$ cat src/rtl/sercom_pkg.sv
package sercom_pkg;
  localparam int CTRL_W = 7;
  localparam int C_TXEN  = 0;
  localparam int C_RXEN  = 1;
  localparam int C_TXIE  = 2;
  localparam int C_RXIE  = 3;
  localparam int C_TXOIE = 4;
  localparam int C_RXOIE = 5;

  localparam logic [9:0] W_DATA  = 10'h000;
  localparam logic [9:0] W_STATE = 10'h001;
  localparam logic [9:0] W_CTRL  = 10'h002;
  localparam logic [9:0] W_INT   = 10'h003;
  localparam logic [9:0] W_DIV   = 10'h004;
  localparam logic [9:0] W_ID_LO = 10'h3F4;

  typedef enum logic [1:0] {RX_IDLE, RX_START, RX_DATA, RX_STOP} rx_st_e;

  function automatic logic [7:0] id_byte(input logic [9:0] word);
    case (word)
      10'h3F4: id_byte = 8'h04;
      10'h3F8: id_byte = 8'h3C;
      10'h3F9: id_byte = 8'h91;
      10'h3FA: id_byte = 8'h1A;
      10'h3FC: id_byte = 8'h0D;
      10'h3FD: id_byte = 8'hF0;
      10'h3FE: id_byte = 8'h05;
      10'h3FF: id_byte = 8'hB1;
      default: id_byte = 8'h00;
    endcase
  endfunction
endpackage

$ cat src/rtl/sercom_regs.sv
module sercom_regs
  import sercom_pkg::*;
#(
  parameter int DIV_W   = 20,
  parameter int DATA_W  = 8,
  parameter int MIN_DIV = 16
) (
  input  logic              clk,
  input  logic              rst_n,
  input  logic              wr_en,
  input  logic              rd_en,
  input  logic [11:0]       addr,
  input  logic [31:0]       wdata,
  output logic [31:0]       rdata,
  input  logic              tx_take,
  input  logic              rx_valid,
  input  logic [DATA_W-1:0] rx_byte,
  output logic [DATA_W-1:0] tx_byte,
  output logic              tx_go,
  output logic              rx_on,
  output logic [DIV_W-1:0]  div,
  output logic              div_ok,
  output logic [3:0]        status,
  output logic [3:0]        intstat
);
  logic [9:0]        word;
  logic [DATA_W-1:0] txbuf_q, txbuf_n, rxbuf_q, rxbuf_n;
  logic [CTRL_W-1:0] ctrl_q, ctrl_n;
  logic [DIV_W-1:0]  div_q, div_n;
  logic txfull_q, txfull_n, rxfull_q, rxfull_n;
  logic txov_q, txov_n, rxov_q, rxov_n;
  logic itx_q, itx_n, irx_q, irx_n;
  logic unused_ok;

  assign word      = addr[11:2];
  assign unused_ok = ^{addr[1:0], wdata[31:20]};

  assign div     = div_q;
  assign div_ok  = div_q >= DIV_W'(MIN_DIV);
  assign tx_byte = txbuf_q;
  assign tx_go   = ctrl_q[C_TXEN] & txfull_q & div_ok;
  assign rx_on   = ctrl_q[C_RXEN] & div_ok;
  assign status  = {rxov_q, txov_q, rxfull_q, txfull_q};
  assign intstat = {rxov_q & ctrl_q[C_RXOIE], txov_q & ctrl_q[C_TXOIE], irx_q, itx_q};

  always_comb begin
    txbuf_n = txbuf_q; rxbuf_n = rxbuf_q; ctrl_n = ctrl_q; div_n = div_q;
    txfull_n = txfull_q; rxfull_n = rxfull_q;
    txov_n = txov_q; rxov_n = rxov_q; itx_n = itx_q; irx_n = irx_q;
    // clearing writes first, events afterwards so that events win
    if (wr_en) begin
      case (word)
        W_STATE: begin
          if (wdata[2]) txov_n = 1'b0;
          if (wdata[3]) rxov_n = 1'b0;
        end
        W_INT: begin
          if (wdata[0]) itx_n = 1'b0;
          if (wdata[1]) irx_n = 1'b0;
          if (wdata[2]) txov_n = 1'b0;
          if (wdata[3]) rxov_n = 1'b0;
        end
        W_CTRL: ctrl_n = wdata[CTRL_W-1:0];
        W_DIV:  div_n  = wdata[DIV_W-1:0];
        W_DATA: begin
          if (txfull_q) txov_n = 1'b1;
          else begin
            txbuf_n  = wdata[DATA_W-1:0];
            txfull_n = 1'b1;
          end
        end
        default: ;
      endcase
    end
    if (rd_en && word == W_DATA) rxfull_n = 1'b0;
    if (tx_take) begin
      txfull_n = 1'b0;
      if (ctrl_q[C_TXIE]) itx_n = 1'b1;
    end
    if (rx_valid && ctrl_q[C_RXEN]) begin
      if (rxfull_q) rxov_n = 1'b1;
      rxbuf_n  = rx_byte;
      rxfull_n = 1'b1;
      if (ctrl_q[C_RXIE]) irx_n = 1'b1;
    end
  end

  always_ff @(posedge clk or negedge rst_n) begin
    if (!rst_n) begin
      txbuf_q <= '0; rxbuf_q <= '0; ctrl_q <= '0; div_q <= '0;
      txfull_q <= 1'b0; rxfull_q <= 1'b0; txov_q <= 1'b0; rxov_q <= 1'b0;
      itx_q <= 1'b0; irx_q <= 1'b0;
    end else begin
      txbuf_q <= txbuf_n; rxbuf_q <= rxbuf_n; ctrl_q <= ctrl_n; div_q <= div_n;
      txfull_q <= txfull_n; rxfull_q <= rxfull_n; txov_q <= txov_n; rxov_q <= rxov_n;
      itx_q <= itx_n; irx_q <= irx_n;
    end
  end

  always_comb begin
    rdata = '0;
    if (word == W_DATA)       rdata[DATA_W-1:0] = rxbuf_q;
    else if (word == W_STATE) rdata[3:0] = status;
    else if (word == W_CTRL)  rdata[CTRL_W-1:0] = ctrl_q;
    else if (word == W_INT)   rdata[3:0] = intstat;
    else if (word == W_DIV)   rdata[DIV_W-1:0] = div_q;
    else if (word >= W_ID_LO) rdata[7:0] = id_byte(word);
  end
endmodule

$ cat src/rtl/sercom_tx.sv
module sercom_tx #(
  parameter int DIV_W  = 20,
  parameter int DATA_W = 8
) (
  input  logic              clk,
  input  logic              rst_n,
  input  logic              go,
  input  logic [DATA_W-1:0] byte_in,
  input  logic [DIV_W-1:0]  div,
  output logic              take,
  output logic              txd
);
  localparam int FW = DATA_W + 2;
  localparam int NW = $clog2(FW);

  logic          busy_q, busy_n;
  logic [FW-1:0] sh_q, sh_n;
  logic [DIV_W-1:0] cnt_q, cnt_n;
  logic [NW-1:0] n_q, n_n;

  assign txd = sh_q[0];

  always_comb begin
    take = 1'b0;
    busy_n = busy_q; sh_n = sh_q; cnt_n = cnt_q; n_n = n_q;
    if (!busy_q) begin
      if (go) begin
        take   = 1'b1;
        busy_n = 1'b1;
        sh_n   = {1'b1, byte_in, 1'b0};
        cnt_n  = div - DIV_W'(1);
        n_n    = '0;
      end
    end else if (cnt_q == '0) begin
      sh_n  = {1'b1, sh_q[FW-1:1]};
      cnt_n = div - DIV_W'(1);
      if (n_q == NW'(FW-1)) busy_n = 1'b0;
      else n_n = n_q + NW'(1);
    end else begin
      cnt_n = cnt_q - DIV_W'(1);
    end
  end

  always_ff @(posedge clk or negedge rst_n) begin
    if (!rst_n) begin
      busy_q <= 1'b0; sh_q <= '1; cnt_q <= '0; n_q <= '0;
    end else begin
      busy_q <= busy_n; sh_q <= sh_n; cnt_q <= cnt_n; n_q <= n_n;
    end
  end
endmodule

$ cat src/rtl/sercom_rx.sv
module sercom_rx
  import sercom_pkg::*;
#(
  parameter int DIV_W  = 20,
  parameter int DATA_W = 8
) (
  input  logic              clk,
  input  logic              rst_n,
  input  logic              en,
  input  logic              rxd,
  input  logic [DIV_W-1:0]  div,
  output logic              valid,
  output logic [DATA_W-1:0] byte_out
);
  localparam int IW = $clog2(DATA_W);

  logic s1_q, s2_q, s3_q;
  rx_st_e st_q, st_n;
  logic [DIV_W-1:0]  cnt_q, cnt_n;
  logic [IW-1:0]     idx_q, idx_n;
  logic [DATA_W-1:0] sh_q, sh_n;

  assign byte_out = sh_q;

  always_comb begin
    valid = 1'b0;
    st_n = st_q; cnt_n = cnt_q; idx_n = idx_q; sh_n = sh_q;
    if (!en) begin
      st_n = RX_IDLE;
    end else begin
      case (st_q)
        RX_IDLE: if (s3_q && !s2_q) begin
          st_n  = RX_START;
          cnt_n = div >> 1;
        end
        RX_START: if (cnt_q == '0) begin
          if (!s2_q) begin
            st_n  = RX_DATA;
            cnt_n = div - DIV_W'(1);
            idx_n = '0;
          end else st_n = RX_IDLE;
        end else cnt_n = cnt_q - DIV_W'(1);
        RX_DATA: if (cnt_q == '0) begin
          sh_n  = {s2_q, sh_q[DATA_W-1:1]};
          cnt_n = div - DIV_W'(1);
          if (idx_q == IW'(DATA_W-1)) st_n = RX_STOP;
          else idx_n = idx_q + IW'(1);
        end else cnt_n = cnt_q - DIV_W'(1);
        RX_STOP: if (cnt_q == '0) begin
          valid = s2_q;
          st_n  = RX_IDLE;
        end else cnt_n = cnt_q - DIV_W'(1);
        default: st_n = RX_IDLE;
      endcase
    end
  end

  always_ff @(posedge clk or negedge rst_n) begin
    if (!rst_n) begin
      s1_q <= 1'b1; s2_q <= 1'b1; s3_q <= 1'b1;
      st_q <= RX_IDLE; cnt_q <= '0; idx_q <= '0; sh_q <= '0;
    end else begin
      s1_q <= rxd; s2_q <= s1_q; s3_q <= s2_q;
      st_q <= st_n; cnt_q <= cnt_n; idx_q <= idx_n; sh_q <= sh_n;
    end
  end
endmodule

$ cat src/rtl/sercom_apb.sv
module sercom_apb #(
  parameter int DIV_W   = 20,
  parameter int DATA_W  = 8,
  parameter int MIN_DIV = 16
) (
  input  logic        pclk,
  input  logic        presetn,
  input  logic        psel,
  input  logic        penable,
  input  logic        pwrite,
  input  logic [11:0] paddr,
  input  logic [31:0] pwdata,
  output logic [31:0] prdata,
  output logic        pready,
  input  logic        rxd,
  output logic        txd,
  output logic        irq_tx,
  output logic        irq_rx,
  output logic        irq_txov,
  output logic        irq_rxov,
  output logic        irq_any
);
  logic rst_a_q, rst_n;
  logic wr_en, rd_en;
  logic tx_take, tx_go, rx_valid, rx_on, div_ok;
  logic [DATA_W-1:0] tx_byte, rx_byte;
  logic [DIV_W-1:0]  div;
  logic [3:0] status, intstat;

  // reset asserts at once and is released on a clock edge
  always_ff @(posedge pclk or negedge presetn) begin
    if (!presetn) begin
      rst_a_q <= 1'b0; rst_n <= 1'b0;
    end else begin
      rst_a_q <= 1'b1; rst_n <= rst_a_q;
    end
  end

  assign wr_en  = psel & penable & pwrite;
  assign rd_en  = psel & penable & ~pwrite;
  assign pready = 1'b1;

  sercom_regs #(.DIV_W(DIV_W), .DATA_W(DATA_W), .MIN_DIV(MIN_DIV)) u_regs (
    .clk(pclk), .rst_n(rst_n), .wr_en(wr_en), .rd_en(rd_en), .addr(paddr),
    .wdata(pwdata), .rdata(prdata), .tx_take(tx_take), .rx_valid(rx_valid),
    .rx_byte(rx_byte), .tx_byte(tx_byte), .tx_go(tx_go), .rx_on(rx_on),
    .div(div), .div_ok(div_ok), .status(status), .intstat(intstat)
  );

  sercom_tx #(.DIV_W(DIV_W), .DATA_W(DATA_W)) u_tx (
    .clk(pclk), .rst_n(rst_n), .go(tx_go), .byte_in(tx_byte), .div(div),
    .take(tx_take), .txd(txd)
  );

  sercom_rx #(.DIV_W(DIV_W), .DATA_W(DATA_W)) u_rx (
    .clk(pclk), .rst_n(rst_n), .en(rx_on), .rxd(rxd), .div(div),
    .valid(rx_valid), .byte_out(rx_byte)
  );

  assign irq_tx   = intstat[0];
  assign irq_rx   = intstat[1];
  assign irq_txov = intstat[2];
  assign irq_rxov = intstat[3];
  assign irq_any  = |intstat;
endmodule

$ cat config.mk
export PLATFORM = sky130hd
export DESIGN_NAME = sercom_apb
export DESIGN_NICKNAME = d
export VERILOG_FILES = /design/src/rtl/sercom_pkg.sv /design/src/rtl/sercom_regs.sv /design/src/rtl/sercom_tx.sv /design/src/rtl/sercom_rx.sv /design/src/rtl/sercom_apb.sv
export SDC_FILE = /design/constraint.sdc
export NUM_CORES = 1
export LEC_CHECK = 0
export BUFFER_PORTS_ARGS = -buffer_cell sky130_fd_sc_hd__buf_2
export CAP_MARGIN = 25
export CORE_MARGIN = 2
export CORE_UTILIZATION = 64
export CTS_CLUSTER_DIAMETER = 150
export DETAILED_ROUTE_END_ITERATION = 8
export PLACE_DENSITY = 0.87
export RECOVER_POWER = 100
export SYNTH_ARGS = -nofsm -noshare
export SYNTH_HDL_FRONTEND = slang
export SYNTH_SLANG_ARGS = --single-unit
$ cat constraint.sdc
create_clock -name pclk -period 8.61 [get_ports pclk]
set_input_delay 0.861 -clock pclk [delete_from_list [all_inputs] [get_ports pclk]]
set_output_delay 0.861 -clock pclk [all_outputs]
set_load 0.1 [all_outputs]
# Word level (Yosys, flattened, before mapping)
# Cells that the tools add are included.
# W data, S select, Z words.
[totals]
register_bits = 122
in_bits = 50
out_inout_bits = 39
elab_cells = 176
[classes]
n_addsub = 5
n_lt_le_gt_ge = 2
eq_ne = 33
mux = 76
n_bitwise = 10
reduce_logical = 27
[op_table]
columns = ["cell", "count"]
rows = [
  ["$mux W20", 8],
  ["$eq A10 B10 Y1 const B", 8],
  ["$pmux W20 S4", 1],
  ["$pmux W8 S8", 1],
  ["$sub A20 B1 Y20 const B", 3],
  ["$mux W8", 7],
  ["$logic_not A20 Y1", 2],
  ["$mux W16", 2],
  ["$mux W1", 30],
  ["$mux W10", 3],
  ["$mux W12", 2],
  ["$mux W4", 6],
  ["$eq A10 B2 Y1 const B", 2],
  ["$ge A20 B5 Y1 const B", 1],
  ["$ne A3 B3 Y1 const B", 6],
  ["$mux W2", 7],
  ["$mux W13", 1],
  ["$mux W3", 4],
  ["$reduce_bool A2 Y1", 6],
  ["$eq A10 B1 Y1 const B", 1],
  ["$eq A10 B3 Y1 const B", 1],
  ["$ge A10 B10 Y1 const B", 1],
  ["$logic_not A10 Y1", 1],
  ["$ne A2 B1 Y1 const B", 5],
  ["other kinds (23)", 44],
]

# Depth between registers and ports, before layout
[logic_depth]
word_depth = 12
mapped_depth = 9

# Cells and area by module
# Synthesis repeated with hierarchy kept, for this count alone.
[unflattened]
hier_cells = 840
hier_area_um2 = 8067.7
[modules_own_cells]
columns = ["module", "n_inst", "cells_each", "area_each_um2", "seq_area_each_um2"]
rows = [
  ["sercom_rx", 1, 322, 2790.2, 904.6],
  ["sercom_regs", 1, 232, 2742.6, 1226.2],
  ["sercom_tx", 1, 279, 2451.1, 862.1],
  ["sercom_apb", 1, 7, 83.8, 50.0],
]

# Worst setup path after synthesis
# Ideal clock, no wire load.
[synth_path]
path_kind = "input-to-output"
start = "in paddr[8]"
end = "out prdata[18]"
t_arrival_ps = 4805
required_time_ps = 7749
path_slack_ps = 2944
cell_stages = 4
path_buffers = 0
cell_sequence = "or4_1 nor4_4 nand2_1 nor4_1"
[synth_between]
elab_chain_len = 6
word_cells_on_any_way = 10
[synth_lines]
columns = ["item", "line", "rtl"]
rows = [
  ["start: declaration", "sercom_apb.sv:11", "input logic [11:0] paddr,"],
  ["$eq A10 B3 Y1", "sercom_regs.sv:106", "else if (word == W_DIV) rdata[DIV_W-1:0] = div_q;"],
  ["$mux W12", "sercom_regs.sv:106", ""],
  ["$mux W16", "sercom_regs.sv:105", "else if (word == W_INT) rdata[3:0] = intstat;"],
  ["$mux W13", "sercom_regs.sv:104", "else if (word == W_CTRL) rdata[CTRL_W-1:0] = ctrl_q;"],
  ["$mux W16", "sercom_regs.sv:103", "else if (word == W_STATE) rdata[3:0] = status;"],
  ["$mux W12 *", "sercom_regs.sv:102", "if (word == W_DATA) rdata[DATA_W-1:0] = rxbuf_q;"],
  ["end: declaration", "sercom_apb.sv:13", "output logic [31:0] prdata,"],
]
# Mark *: on every way between the ends. The rest lies on a longest branch, timed or not.

# Worst setup path after layout
[layout_path]
start = "in paddr[8]"
end = "out prdata[7]"
[layout_between]
elab_chain_len = 12
word_cells_on_any_way = 25
[layout_lines]
columns = ["item", "line"]
rows = [
  ["parallel branches: the longest is 11 deep, another holds $ge A10 B10 Y1", "n/a"],
  ["$mux W8 *", "sercom_regs.sv:102"],
]
# Mark *: on every way between the ends. The select of a mux whose other input is x is not followed.

==> metrics.cfg <==
[layout]
layout.cells.non_filler = 985
final_core_util_pct = 71.8
design_area_um2 = 8190
fillers = 866
drive_above_1_share_pct = 16.0
nets = 893
diodes = 0
syn_to_final_growth_pct = 9.79

[logic_synthesis]
netlist_area_um2 = 7460
synth_edf_count = 0
synth.most_common_cell = dfrtp_1
synth_cells = 784
synth_area_leaders = dfrtp_1 (37%), mux2_2 (6.9%), dfstp_2 (4.2%)
synth_warnings = 0
ys_types = 75
synth.avg_cell_area_um2 = 9.52
asyncSetResetFlopFracSynth_pct = 100
ys_ff_latch = 121
synth_top_area_share_pct = 36.5
yosys.area.top_type = dfrtp_1
synthFlopType = dfrtp_1
synth_common_cells = dfrtp_1 (109), nand2_1 (59), nor2_1 (53)
yosysSeqAreaShare_pct = 40.8

[grt]
grt_overflow = 0
grt_usage_pct = 33.9
grt_pass1_vias = 6477
grt_max_degree = 87
antenna_found_initial = 0
grt_first_pass_wirelength_um = 33500

[die]
die_y_um = 112
dieArea_um2 = 12500
placementRows = 39
core_area_um2 = 11400
dieWidth_um = 112
io_pins = 89
initial_utilization_pct = 65.4

[sta]
max-slew-margin-rel_pct = -89.8
drv_slew = 120
period_minus_slack_ns = 6.05
finClkSkew_ns = 0.00808
period_share_pct = 70.2
fin_tns_setup_ns = 0
finalWorstSetupSlack_ns = 2.56
timing.fmax_mhz = 165
tightest_slew_ns = 2.85
rsz0062_at_grt = false
setup_viol = 0
hold_viol = 0
timing.hold.ws_ns = 0.206

[placed_design]
dp_slack_ns = 4.40
place_area_um2 = 7750
gp_congestion = 0.984
place_inst = 951
place.port_buffers = 61
hpwl_um = 14200

[clock_tree]
cts_buffer_depth = 2
h-tree-depth = 4
clock_insertion_delay_worst_skew_ns = 0.43
hold_buffers = 0
cts.clk_slew.worst_paths_ns = 0.06
cts_made_buffers = 17
cts-root-buf = clkbuf_16
cts_resized = 0
cts_sinks = 121
post_cts_buffers = 0
cts_tree = built

[routing]
drtPass1Iterations = 5
wl_per_cell_um = 21.1
route.detailed.drc = 0
ant_nets = 0
routed_wl_um = 20700
viasPerCell = 6.77
drtIter0Drc = 664
vias = 6664

[critical_path]
r2r_setup_slack_ns = 3.37
timing_worst_setup_path_type = input port to output port
reg2reg_from = rst_n
cp.required_ns = 7.75
slowest_delay_ns = 1.16
end_kind = output port
r2r_end = u_rx.cnt_q[15]
start_kind = input port
path_buf_inv = 2
cp_slowest_cell = nor4_1
worstPathArrival_ns = 5.19
path_delay_family = simple AND/OR/NAND/NOR gates
path_cells = buf_2 -> or4_1 -> nor4_1 -> nand2_1 -> nor3_1 -> a21oi_1 -> o21ai_0 -> clkbuf_1
crit_fanout = 15
ff2ff_path_depth = 2

[pwr]
peakVddDrop_uv = 149
leakage_nw = 3.62
p_per_area_nw_per_um2 = 167
power.total_mw = 1.37

[job]
maxCapViolCount = 5

[hold_path]
hold_class = input port to async pin

[outcome]
status = finished with violations
violations = max-capacitance violations, max-slew violations

## placed cells by master (no fill, tap or decap), drive strengths merged, types with 9 or more instances in the layout
cell	netlist	routed
a21oi	41	41
and3	12	12
mux2i	18	18
o31ai	13	13
clkbuf	26	51
inv	27	33
nand2b	12	12
conb	2	14
a32o	9	9
nor3	29	29
buf	27	34
dfrtp	109	109
or3	9	9
dfstp	12	12
nor4	14	14
nand3	28	28
nand2	59	59
xor2	12	12
ha	14	14
and2	17	17
o22ai	9	9
mux2	53	53
nor2	54	54
o21ai	58	58
xnor2	15	15
## metal layers
layer  track usage, %  wire length, um
met1             43.3             8060
met2             54.3             9800
met4             16.7              980
met3             8.22             1910
met5                0                0
## area by class of cell
class	instances	area (um^2)	share of cell area [%]
multi-input cells	595	3980	48.6
flip-flops and latches	121	3040	37.1
clock buffers	18	429	5.24
repair buffers	67	295	3.60
well taps	143	179	2.18
clock inverters	14	163	1.99
inverters	27	101	1.24
## where the power goes
part | switching [mW] | leakage, nW | internal, mW
registers | 0.00521 | 1.53 | 0.572
logic | 0.0569 | 1.81 | 0.0138
clock network | 0.286 | 0.282 | 0.433
## worst max path at each step
stage,cells after the start,to,startpoint
3_5_place_dp,8,prdata[7],paddr[8]
3_3_place_gp,8,prdata[7],paddr[8]
4_1_cts,8,prdata[7],paddr[8]
2_1_floorplan,4,prdata[18],paddr[8]
6_report,8,prdata[7],paddr[8]
5_1_grt,2,u_rx.idx_q[2],rst_n
## kinds of logic (layout without fill, tap and decap cells)
kind of cell             after synthesis  after routing  share of synthesized area (%)
buffers and inverters                 80            126                           5.16
multiplexers                          72             72                           11.1
AND/OR/NAND/NOR                      261            261                           18.4
XOR/XNOR                              27             27                           3.17
flip-flops                           121            121                           40.8
AO/OA/AOI/OAI                        207            207                           19.0
adder cells (fa/ha/maj)               14             14                           2.35
other                                  2             14                          0.101
## sequential cells by signal, summed over array words and instances, names as in the netlist, 2 cells and up
register and count:
u_regs.ctrl_q 7, u_regs.div 20, u_regs.rxbuf_q 8, u_regs.tx_byte 8, u_rx.byte_out 8, u_rx.cnt_q 20
u_rx.idx_q 3, u_rx.st_q 2, u_tx.cnt_q 20, u_tx.n_q 4, u_tx.sh_q 9
Note: power is estimated with default switching activity, not from simulation.
